File: src/rtl/dvs_pkg.sv
package dvs_pkg;

  localparam logic [5:0] DT_VSS   = 6'h01;
  localparam logic [5:0] DT_VSE   = 6'h11;
  localparam logic [5:0] DT_HSS   = 6'h21;
  localparam logic [5:0] DT_HSE   = 6'h31;
  localparam logic [5:0] DT_BLANK = 6'h19;
  localparam logic [5:0] DT_NULL  = 6'h09;

  typedef enum logic [1:0] {
    VM_PULSE = 2'd0,
    VM_EVENT = 2'd1,
    VM_BURST = 2'd2,
    VM_ALT   = 2'd3
  } vmode_e;

  typedef enum logic [1:0] {
    FL_LP    = 2'd0,
    FL_BLANK = 2'd1,
    FL_NULL  = 2'd2,
    FL_ALT   = 2'd3
  } fill_e;

  typedef struct packed {
    logic [1:0]  vc;
    logic [5:0]  dt;
    logic [15:0] wc;
  } pkt_t;

  // Pixel stream data type: format code in the upper two bits, 0xE below.
  function automatic logic [5:0] pix_dt(input logic [1:0] fmt);
    return {fmt, 4'hE};
  endfunction

  // Payload bytes for px pixels of the given format code.
  function automatic logic [15:0] pix_wc(input logic [1:0] fmt, input logic [15:0] px);
    logic [15:0] r;
    case (fmt)
      2'd0:    r = px << 1;
      2'd1:    r = (px * 16'd9) >> 2;
      default: r = px * 16'd3;
    endcase
    return r;
  endfunction

endpackage

File: src/rtl/dvs_sync_edge.sv
module dvs_sync_edge (
  input  logic clk,
  input  logic rst,
  input  logic raw,
  input  logic act_high,
  output logic lead,
  output logic trail
);

  logic lvl_q;
  logic lvl_d1;

  always_ff @(posedge clk) begin
    if (rst) begin
      lvl_q  <= 1'b0;
      lvl_d1 <= 1'b0;
    end else begin
      lvl_q  <= act_high ? raw : ~raw;
      lvl_d1 <= lvl_q;
    end
  end

  assign lead  = lvl_q & ~lvl_d1;
  assign trail = ~lvl_q & lvl_d1;

endmodule

File: src/rtl/dvs_line_track.sv
module dvs_line_track #(
  parameter int LINE_W = 12,
  parameter int PX_W   = 12
) (
  input  logic              clk,
  input  logic              rst,
  input  logic              hs_lead,
  input  logic              vs_trail,
  input  logic              de_raw,
  input  logic [LINE_W-1:0] cfg_vbp,
  input  logic [LINE_W-1:0] cfg_height,
  input  logic [PX_W-1:0]   cfg_chunk,
  output logic              pix_evt,
  output logic [PX_W-1:0]   pix_n,
  output logic              run_end
);

  logic [LINE_W-1:0] line_cnt;
  logic [LINE_W-1:0] idx;
  logic [LINE_W:0]   win_end;
  logic              line_on;
  logic              de_q;
  logic              de_on;
  logic              de_was;
  logic [PX_W-1:0]   px_cnt;
  logic [PX_W-1:0]   px_inc;

  assign idx     = vs_trail ? '0 : line_cnt;
  assign win_end = {1'b0, cfg_vbp} + {1'b0, cfg_height};
  assign de_on   = de_q & line_on;
  assign px_inc  = px_cnt + 1'b1;

  // Line numbering: restart at the vertical trailing edge, saturate at the top.
  always_ff @(posedge clk) begin
    if (rst) begin
      line_cnt <= '1;
      line_on  <= 1'b0;
    end else if (hs_lead) begin
      line_on  <= (idx >= cfg_vbp) && ({1'b0, idx} < win_end);
      line_cnt <= (idx == '1) ? idx : idx + 1'b1;
    end else if (vs_trail) begin
      line_cnt <= '0;
    end
  end

  // Pixel chunking along one data-enable run.
  always_ff @(posedge clk) begin
    if (rst) begin
      de_q    <= 1'b0;
      de_was  <= 1'b0;
      px_cnt  <= '0;
      pix_evt <= 1'b0;
      pix_n   <= '0;
      run_end <= 1'b0;
    end else begin
      de_q    <= de_raw;
      de_was  <= de_on;
      pix_evt <= 1'b0;
      run_end <= 1'b0;
      if (de_on) begin
        if (px_inc == cfg_chunk) begin
          pix_evt <= 1'b1;
          pix_n   <= cfg_chunk;
          px_cnt  <= '0;
        end else begin
          px_cnt <= px_inc;
        end
      end else if (de_was) begin
        if (px_cnt != '0) begin
          pix_evt <= 1'b1;
          pix_n   <= px_cnt;
        end
        run_end <= 1'b1;
        px_cnt  <= '0;
      end
    end
  end

  AST_DE_LOW_AT_LINE_START: assert property (@(posedge clk) disable iff (rst)
    hs_lead |-> !de_q);

endmodule

File: src/rtl/dvs_req_fifo.sv
module dvs_req_fifo #(
  parameter int W     = 24,
  parameter int DEPTH = 8
) (
  input  logic         clk,
  input  logic         rst,
  input  logic         wr_en,
  input  logic [W-1:0] wr_data,
  output logic         full,
  output logic         out_valid,
  output logic [W-1:0] out_data,
  input  logic         out_ready
);

  localparam int AW = (DEPTH > 1) ? $clog2(DEPTH) : 1;

  logic [W-1:0] mem [DEPTH];
  logic [AW:0]  wr_ptr;
  logic [AW:0]  rd_ptr;
  logic         empty;
  logic         pop;

  assign empty = (wr_ptr == rd_ptr);
  assign full  = (wr_ptr[AW] != rd_ptr[AW]) && (wr_ptr[AW-1:0] == rd_ptr[AW-1:0]);
  assign pop   = !empty && (!out_valid || out_ready);

  always_ff @(posedge clk) begin
    if (wr_en && !full) mem[wr_ptr[AW-1:0]] <= wr_data;
  end

  always_ff @(posedge clk) begin
    if (pop) out_data <= mem[rd_ptr[AW-1:0]];
  end

  always_ff @(posedge clk) begin
    if (rst) begin
      wr_ptr    <= '0;
      rd_ptr    <= '0;
      out_valid <= 1'b0;
    end else begin
      if (wr_en && !full) wr_ptr <= wr_ptr + 1'b1;
      if (pop) begin
        rd_ptr    <= rd_ptr + 1'b1;
        out_valid <= 1'b1;
      end else if (out_ready) begin
        out_valid <= 1'b0;
      end
    end
  end

  AST_NO_OVERFLOW: assert property (@(posedge clk) disable iff (rst)
    wr_en |-> !full);

  AST_HOLD_UNTIL_TAKEN: assert property (@(posedge clk) disable iff (rst)
    (out_valid && !out_ready) |=> (out_valid && $stable(out_data)));

endmodule

File: src/rtl/dvs_video_sched.sv
module dvs_video_sched
  import dvs_pkg::*;
#(
  parameter int LINE_W     = 12,
  parameter int PX_W       = 12,
  parameter int H_W        = 12,
  parameter int FIFO_DEPTH = 8
) (
  input  logic              clk,
  input  logic              rst,
  input  logic              hsync_in,
  input  logic              vsync_in,
  input  logic              de_in,
  input  logic [1:0]        cfg_mode,
  input  logic [1:0]        cfg_fill,
  input  logic [1:0]        cfg_fmt,
  input  logic [1:0]        cfg_vc,
  input  logic              cfg_hs_pol,
  input  logic              cfg_vs_pol,
  input  logic [H_W-1:0]    cfg_hsw,
  input  logic [H_W-1:0]    cfg_hbp,
  input  logic [H_W-1:0]    cfg_hfp,
  input  logic [LINE_W-1:0] cfg_vbp,
  input  logic [LINE_W-1:0] cfg_height,
  input  logic [PX_W-1:0]   cfg_chunk,
  output logic              pkt_valid,
  input  logic              pkt_ready,
  output logic [5:0]        pkt_dt,
  output logic [1:0]        pkt_vc,
  output logic [15:0]       pkt_wc
);

  localparam int NSYNC = 2;      // index 0 horizontal, 1 vertical
  localparam int NEV   = 6;      // pending event kinds, in priority order
  localparam int PW    = $bits(pkt_t);

  localparam int EV_VSS  = 0;
  localparam int EV_VSE  = 1;
  localparam int EV_HSS  = 2;
  localparam int EV_HSE  = 3;
  localparam int EV_PIX  = 4;
  localparam int EV_FILL = 5;

  logic [NSYNC-1:0] raw_v, pol_v, lead_v, trail_v;
  logic             hs_lead, hs_trail, vs_lead, vs_trail;
  logic             pix_evt, run_end;
  logic [PX_W-1:0]  pix_n;
  logic [PX_W-1:0]  pend_px;
  logic [NEV-1:0]   pend, set_v, clr_v, sel;
  logic             pulse_mode, fill_on, do_push, q_full;
  logic [15:0]      fill_wc;
  pkt_t             nxt_pkt;
  pkt_t             out_pkt;
  logic [PW-1:0]    out_bits;

  assign raw_v = {vsync_in, hsync_in};
  assign pol_v = {cfg_vs_pol, cfg_hs_pol};

  for (genvar g = 0; g < NSYNC; g++) begin : g_sync
    dvs_sync_edge u_edge (
      .clk      (clk),
      .rst      (rst),
      .raw      (raw_v[g]),
      .act_high (pol_v[g]),
      .lead     (lead_v[g]),
      .trail    (trail_v[g])
    );
  end

  assign hs_lead  = lead_v[0];
  assign hs_trail = trail_v[0];
  assign vs_lead  = lead_v[1];
  assign vs_trail = trail_v[1];

  dvs_line_track #(
    .LINE_W (LINE_W),
    .PX_W   (PX_W)
  ) u_track (
    .clk        (clk),
    .rst        (rst),
    .hs_lead    (hs_lead),
    .vs_trail   (vs_trail),
    .de_raw     (de_in),
    .cfg_vbp    (cfg_vbp),
    .cfg_height (cfg_height),
    .cfg_chunk  (cfg_chunk),
    .pix_evt    (pix_evt),
    .pix_n      (pix_n),
    .run_end    (run_end)
  );

  assign pulse_mode = (cfg_mode == VM_PULSE);
  assign fill_on    = (cfg_fill == FL_BLANK) || (cfg_fill == FL_NULL);
  assign fill_wc    = (cfg_mode == VM_BURST) ? (16'(cfg_hsw) + 16'(cfg_hbp) + 16'(cfg_hfp))
                                             : 16'(cfg_hfp);

  always_comb begin
    set_v          = '0;
    set_v[EV_VSS]  = vs_lead;
    set_v[EV_VSE]  = vs_trail & pulse_mode;
    set_v[EV_HSS]  = hs_lead & ~vs_lead;
    set_v[EV_HSE]  = hs_trail & pulse_mode;
    set_v[EV_PIX]  = pix_evt;
    set_v[EV_FILL] = run_end & fill_on;
  end

  // Lowest set bit wins: that is the fixed priority order.
  assign sel     = pend & (~pend + 1'b1);
  assign do_push = (|pend) && !q_full;
  assign clr_v   = do_push ? sel : '0;

  always_ff @(posedge clk) begin
    if (rst) begin
      pend    <= '0;
      pend_px <= '0;
    end else begin
      pend <= (pend & ~clr_v) | set_v;
      if (pix_evt) pend_px <= pix_n;
    end
  end

  always_comb begin
    nxt_pkt    = '0;
    nxt_pkt.vc = cfg_vc;
    if (sel[EV_VSS]) begin
      nxt_pkt.dt = DT_VSS;
    end else if (sel[EV_VSE]) begin
      nxt_pkt.dt = DT_VSE;
    end else if (sel[EV_HSS]) begin
      nxt_pkt.dt = DT_HSS;
    end else if (sel[EV_HSE]) begin
      nxt_pkt.dt = DT_HSE;
    end else if (sel[EV_PIX]) begin
      nxt_pkt.dt = pix_dt(cfg_fmt);
      nxt_pkt.wc = pix_wc(cfg_fmt, 16'(pend_px));
    end else if (sel[EV_FILL]) begin
      nxt_pkt.dt = (cfg_fill == FL_BLANK) ? DT_BLANK : DT_NULL;
      nxt_pkt.wc = fill_wc;
    end
  end

  dvs_req_fifo #(
    .W     (PW),
    .DEPTH (FIFO_DEPTH)
  ) u_fifo (
    .clk       (clk),
    .rst       (rst),
    .wr_en     (do_push),
    .wr_data   (nxt_pkt),
    .full      (q_full),
    .out_valid (pkt_valid),
    .out_data  (out_bits),
    .out_ready (pkt_ready)
  );

  assign out_pkt = pkt_t'(out_bits);
  assign pkt_dt  = out_pkt.dt;
  assign pkt_vc  = out_pkt.vc;
  assign pkt_wc  = out_pkt.wc;

  AST_RESET_IDLE: assert property (@(posedge clk) disable iff (rst)
    $fell(rst) |-> !pkt_valid);

  AST_NO_EVENT_LOSS: assert property (@(posedge clk) disable iff (rst)
    (set_v & pend & ~clr_v) == '0);

  AST_END_ONLY_PULSE: assert property (@(posedge clk) disable iff (rst)
    (pkt_valid && (pkt_dt == DT_VSE || pkt_dt == DT_HSE)) |-> (cfg_mode == VM_PULSE));

  AST_FILL_POLICY: assert property (@(posedge clk) disable iff (rst)
    (pkt_valid && (pkt_dt == DT_BLANK || pkt_dt == DT_NULL)) |->
      (cfg_fill == ((pkt_dt == DT_BLANK) ? FL_BLANK : FL_NULL)));

  AST_VC_MATCH: assert property (@(posedge clk) disable iff (rst)
    pkt_valid |-> (pkt_vc == cfg_vc));

endmodule

File: config.mk
export PLATFORM = sky130hd
export DESIGN_NAME = dvs_video_sched
export DESIGN_NICKNAME = d
export VERILOG_FILES = /design/src/rtl/dvs_pkg.sv /design/src/rtl/dvs_sync_edge.sv /design/src/rtl/dvs_line_track.sv /design/src/rtl/dvs_req_fifo.sv /design/src/rtl/dvs_video_sched.sv
export SDC_FILE = /design/constraint.sdc
export NUM_CORES = 1
export LEC_CHECK = 0
export BUFFER_PORTS_ARGS = -buffer_cell sky130_fd_sc_hd__buf_2
export CORE_AREA = 3 3 134 233
export CTS_CLUSTER_SIZE = 20
export DETAILED_ROUTE_END_ITERATION = 8
export DIE_AREA = 0 0 137 236
export MAX_ROUTING_LAYER = met4
export PLACE_DENSITY = 0.69
export SLEW_MARGIN = 20
export SYNTH_ARGS = -nofsm -noshare
export SYNTH_HDL_FRONTEND = slang
export SYNTH_HIERARCHICAL = 1
export SYNTH_SLANG_ARGS = --single-unit
File: constraint.sdc
create_clock -name clk -period 14.1 [get_ports clk]
set_clock_uncertainty 0.15 [all_clocks]
set_input_delay 0.705 -clock clk [delete_from_list [all_inputs] [get_ports clk]]
set_output_delay 0.705 -clock clk [all_outputs]
set_load 0.1 [all_outputs]
**Word-level counts from Yosys, hierarchy flattened**

Memories as Yosys holds them, arrays and structs flattened. A register that Yosys moved wholly into a read port is not among the register bits.
Cells that the tools add are included.

- Register bits: 72
- Bits in latches: 0
- Bits in writable memories: 192
- ROM bits: 0
- Output and inout bits: 25
- Logic and storage cells: 115
- Memories kept: 1

Memories:

| memory | words | bits a word | rd ports | clocked after Yosys merged registers in | wr ports | RTL line | text |
|---|---|---|---|---|---|---|---|
| u_fifo.mem | 8 | 24 | 1 | 1 | 1 | dvs_req_fifo.sv:17 | `logic [W-1:0] mem [DEPTH];` |

- $add $sub $neg: 8
- Multiply operators: 2
- Div/mod/pow operators: 0
- $lt $le $gt $ge: 2
- Eq/ne operators: 10
- Shift-type cells: 0
- Muxes and demuxes: 35
- Bitwise operators: 21
- Reductions and logical operators: 19

Operators by type and width:

| cell | count |
|---|---|
| $mux W12 | 10 |
| $mux W16 | 4 |
| $mux W6 | 5 |
| $pmux W14 S2 | 1 |
| $add A12 B12 Y13 | 2 |
| $add A12 B1 Y12 const B | 2 |
| $mux W22 | 1 |
| $mux W21 | 1 |
| $mul A12 B4 Y16 const B | 1 |
| $add A13 B12 Y14 | 1 |
| $mul A12 B2 Y14 const B | 1 |
| $mux W14 | 1 |
| $lt A12 B13 Y1 | 1 |
| $and A6 B6 Y6 | 2 |
| $eq A12 B12 Y1 | 1 |
| $eq A12 B12 Y1 const B | 1 |
| $ge A12 B12 Y1 | 1 |
| $not A6 Y6 | 2 |
| $reduce_bool A12 Y1 | 1 |
| $mux W1 | 11 |
| $and A1 B1 Y1 | 9 |
| $add A4 B1 Y4 const B | 2 |
| $not A1 Y1 | 7 |
| $add A6 B1 Y6 const B | 1 |
| other kinds (16) | 28 |

**Longest topological paths before layout**

- Depth after elaboration: 9
- Gate-level depth with buffers: 18
- Gate-level depth less buffers: 18

**Modules after synthesis**

Netlist, hierarchy kept.

Modules (own cells, without submodules):

| module | instances | cells an instance | area an instance (µm²) | seq. area each (µm²) |
|---|---|---|---|---|
| dvs_req_fifo | 1 | 371 | 8597.0 | 6666.4 |
| dvs_line_track | 1 | 465 | 3838.7 | 820.8 |
| dvs_video_sched | 1 | 355 | 2964.1 | 360.3 |
| dvs_sync_edge | 2 | 7 | 71.3 | 40.0 |

**Least setup slack after synthesis**

OpenSTA, ideal clock, no wires.

- Path kind: register to register
- Start: register u_fifo.wr_ptr[1]
- End: memory u_fifo.mem[1][0] (enable)
- Data arrival time: 3.864 ns
- Required time: 13.476 ns
- Slack: 9.611 ns
- Stages on the path, launching flop included: 7
- Buffers on the path: 1
- Clock period less this slack: 4.489 ns
- Cells stage by stage: dfxtp_1 buf_2 xor2_2 nor4_4 a21oi_1 nand2b_1 nor4b_1

- Longest elaborated chain between the ends: 7

Ends and longest elaborated chain:

| what | RTL line | text |
|---|---|---|
| start, declared | dvs_req_fifo.sv:18 | `logic [AW:0] wr_ptr;` |
| start signal, assigned | dvs_req_fifo.sv:41 | `if (wr_en && !full) wr_ptr <= wr_ptr + 1'b1;` |
| $eq A3 B3 Y1 | dvs_req_fifo.sv:24 | `assign full = (wr_ptr[AW] != rd_ptr[AW]) && (wr_ptr[AW-1:0] == rd_ptr[AW-1:0]);` |
| $logic_and A1 B1 Y1 | dvs_req_fifo.sv:24 |  |
| named net q_full | dvs_video_sched.sv:50 | `logic pulse_mode, fill_on, do_push, q_full;` |
| $logic_not A1 Y1 | dvs_video_sched.sv:109 | `assign do_push = (\|pend) && !q_full;` |
| $logic_and A1 B1 Y1 | dvs_video_sched.sv:109 |  |
| named net do_push | dvs_video_sched.sv:50 |  |
| $logic_and A1 B1 Y1 | dvs_req_fifo.sv:28 | `if (wr_en && !full) mem[wr_ptr[AW-1:0]] <= wr_data;` |
| $mux W1 | dvs_req_fifo.sv:28 |  |
| $mux W1 (implied by the code) | dvs_req_fifo.sv:28 |  |
| end, declared | dvs_req_fifo.sv:17 |  |

The timed path passes the listed nets, and every way through them passes these cells.

**Worst setup path after layout**

- Start: input port cfg_vbp[0]
- End: register u_track.line_on

- Longest elaborated chain between the ends: 3
- Elaborated cells on any way between the ends: 4
- Classes of those cells: add/sub (1); order compare (2); reduce/logical (1)

Ends and longest elaborated chain:

| what | RTL line | text |
|---|---|---|
| start, declared | dvs_video_sched.sv:23 | `input logic [LINE_W-1:0] cfg_vbp,` |
| $add A12 B12 Y13 | dvs_line_track.sv:29 | `assign win_end = {1'b0, cfg_vbp} + {1'b0, cfg_height};` |
| $lt A12 B13 Y1 | dvs_line_track.sv:39 | `line_on <= (idx >= cfg_vbp) && ({1'b0, idx} < win_end);` |
| $logic_and A1 B1 Y1 (*) | dvs_line_track.sv:39 |  |
| end signal, assigned | dvs_line_track.sv:39 |  |
| end, declared | dvs_line_track.sv:21 | `logic line_on;` |

Mark *: on every way between the ends. The rest lies on a longest branch, timed or not.
A chain may end at the register's enable or synchronous reset.

==> impl_metrics.env <==
export IMPL_status="finished clean"
export IMPL_hold_viol=0
export IMPL_yosysTopAreaCell="edfxtp_1"
export IMPL_gp_congestion=0.863
export IMPL_dieArea_mm2=0.0323
export IMPL_post_drt_via_cell_ratio=5.96
export IMPL_netlist_area_mm2=0.0155
export IMPL_avgSynthCellArea_um2=12.9
export IMPL_final_layout_size_suffix_gt1_share_pct=22.4
export IMPL_ant_nets=0
export IMPL_syn_inst=1205
export IMPL_wl_per_cell_um=19.9
export IMPL_area_growth_pct=11.3
export IMPL_wl_met1_mm=12.7
export IMPL_grt_usage_pct=21.6
export IMPL_root_buffer="clkbuf_16"
export IMPL_path_max_fanout=2
export IMPL_cts_hold_buf=0
export IMPL_worstReg2RegEnd="u_fifo/mem[3][10]"
export IMPL_path_clk_slew_ns=0.06
export IMPL_stdcell_count=1718
export IMPL_fin_area_mm2=0.0173
export IMPL_cp_required_ns=14.38
export IMPL_grt_max_degree=85
export IMPL_cap_violations=0
export IMPL_io_pin_count=113
export IMPL_ys_flop_type="edfxtp_1"
export IMPL_fmax_mhz=279
export IMPL_leakagePower_nw=6.48
export IMPL_min_path_cells=2
export IMPL_synth_top_family_by_area="simple AND/OR/NAND/NOR gates"
export IMPL_synth_compound_area_share_pct=11.3
export IMPL_synth_simple_gate_area_share_pct=11.7
export IMPL_first_pass_iters=4
export IMPL_r2r_setup_slack_ns=10.66
export IMPL_start_util_pct=52.7
export IMPL_dp_cells=1669
export IMPL_die_h_um=236
export IMPL_period_needed_ns=3.58
export IMPL_clock_latency_ns=0.54
export IMPL_antenna_found_initial=1
export IMPL_path_class="in -> reg"
export IMPL_min_to="u_track/de_q"
export IMPL_postLayoutCoreUtil_pct=58.6
export IMPL_drc=0
export IMPL_synthArstFlopShare_pct=0
export IMPL_tns_ns=0
export IMPL_wl_met3_mm=1.48
export IMPL_rsz0062_at_grt="false"
export IMPL_p_per_area_mw_per_mm2=145
export IMPL_relSlewSlack_pct=31.7
export IMPL_highest_layer="met4"
export IMPL_numCtsBuffers=26
export IMPL_clockBufferDepth=3
export IMPL_port_buffer_count=112
export IMPL_synth_xor_area_share_pct=3.57
export IMPL_synthAdderAreaFrac_pct=8.66
export IMPL_rows=83
export IMPL_yosysTopAreaCellShare_pct=41.7
export IMPL_first_global_vias=10300
export IMPL_synthTopCellsByArea="edfxtp_1 42%, dfxtp_1 9.3%, mux4_2 7.0%"
export IMPL_cts_sinks=288
export IMPL_maxSlewViolCount=0
export IMPL_yosys_warnings=6
export IMPL_final_nets=1501
export IMPL_r2r_start="pend_px[4]"
export IMPL_drt_initial_drc_count=654
export IMPL_grt_overflow=0
export IMPL_cts_resized=0
export IMPL_crit_path_start_kind="primary input"
export IMPL_peakVddDrop_mv=0.135
export IMPL_grt_pass1_wl_mm=54.0
export IMPL_cts_setup_buffers=0
export IMPL_chipWidth_um=137
export IMPL_arrival_ns=3.86
export IMPL_rr_worst_depth=9
export IMPL_hp_class="in -> reg"
export IMPL_fillers=2462
export IMPL_synth_cell_types=93
export IMPL_via_count=10200
export IMPL_period_share_pct=25.4
export IMPL_synth_edf_count=216
export IMPL_seq_area_frac_synth_pct=51.0
export IMPL_worst_setup_path_end_kind="register"
export IMPL_cts_tree="yes"
export IMPL_synth_area_mux_share_pct=10.2
export IMPL_met2WireLength_mm=18.8
export IMPL_yosys_top_cells_count="216 x edfxtp_1, 82 x ha_1, 72 x dfxtp_1"
export IMPL_synth_seq_cells=288
export IMPL_setup_viol=0
export IMPL_yosysMostFrequentCell="edfxtp_1"
export IMPL_fp_coreArea_mm2=0.0295
export IMPL_worstMarginPinSlew_ns=1.02
export IMPL_hp_start="de_in"
export IMPL_finalWirelength_mm=34.1
export IMPL_ctsHtreeMaxLevel=1
export IMPL_power_total_mw=2.51
export IMPL_place_area_mm2=0.0164
export IMPL_dp_hpwl_mm=23.7
-- cell families after synthesis --
| group | after synthesis |
|---|---|
| simple gates | 333 |
| flops | 288 |
| compound gates | 235 |
| fa+ha+maj | 98 |
| buf+inv | 96 |
| mux | 95 |
| xor+xnor | 59 |
| other cells | 1 |
-- registers in the layout, indices dropped and copies added (netlist names) --
name and flops:
g_sync.u_edge/lvl_d1 2, g_sync.u_edge/lvl_q 2, pend 6, pend_px 12
u_fifo/mem 192, u_fifo/out_data 24, u_fifo/out_valid 1, u_fifo/rd_ptr 4
u_fifo/wr_ptr 4, u_track/de_q 1, u_track/de_was 1, u_track/line_cnt 12
u_track/line_on 1, u_track/pix_evt 1, u_track/pix_n 12, u_track/px_cnt 12
u_track/run_end 1
-- metal layers --
layer / vias to the layer above / track usage, %
met5: - / -
li1: 4839 / -
met1: 5057 / 23.9
met4: 0 / 7.66
met2: 271 / 39.7
met3: 76 / 2.22
-- worst max-delay path, stage by stage --
cell	delay [ns]
buf_2	0.11
ha_1	0.22
inv_1	0.08
fa_1	0.21
nor2b_1	0.05
o21ai_0	0.22
a21boi_0	0.15
or4_1	0.44
a31o_2	0.23
nor2_1	0.11
xor2_1	0.16
ha_1	0.26
a21oi_1	0.13
nor2b_1	0.06
a2111oi_0	0.36
a21oi_1	0.12
a221oi_1	0.26
-- how the worst max path moves through the flow --
stage	start	end
floorplan	u_fifo/wr_ptr[1]	u_fifo/mem[1][0]
global placement	cfg_vbp[0]	u_track/line_on
detailed placement	cfg_vbp[0]	u_track/line_on
CTS	cfg_vbp[0]	u_track/line_on
global route	cfg_vbp[0]	u_track/line_on
finish	cfg_vbp[0]	u_track/line_on
-- per-stage QoR --
| stage | hold slack (ns) | setup WS, ns |
|---|---|---|
| floorplan | 0.281 | 9.61 |
| CTS | 0.236 | 10.50 |
| finish | 0.244 | 10.52 |
| global route | 0.245 | 10.09 |
| detailed placement | 0.319 | 9.95 |
| global placement | 0.320 | 10.05 |
-- report_power, final --
group          internal, mW  switching (mW)
combinational         0.234           0.524
sequential            0.986          0.0285
clock                 0.427           0.309
total                  1.65           0.861
-- placed cells by master, fill, tap and decap left out, drive strengths merged, types with 8 or more instances in the layout --
cell	n
a211oi	14
a21o	21
a21oi	49
a311oi	13
and3	9
buf	127
clkbuf	31
clkinv	8
conb	16
dfxtp	72
edfxtp	216
fa	16
ha	82
inv	38
mux2	25
mux2i	22
mux4	48
nand2	60
nand2b	22
nand3	45
nand3b	11
nand4	14
nor2	66
nor2b	28
nor3	28
nor4	15
nor4b	8
o211ai	10
o21ai	45
or3	8
xnor2	30
xor2	29
-- cell type report --
cell class / instances / area [um2] / area share (%)
diodes: 1 / 2.50 / 0.0145
clock buffers: 31 / 691 / 3.99
clock inverters: 17 / 206 / 1.19
inverters: 36 / 135 / 0.781
multi-input cells: 836 / 7180 / 41.5
flip-flops and latches: 288 / 7930 / 45.9
well taps: 382 / 478 / 2.76
repair buffers: 127 / 673 / 3.89
(Power assumes the default switching activity.)
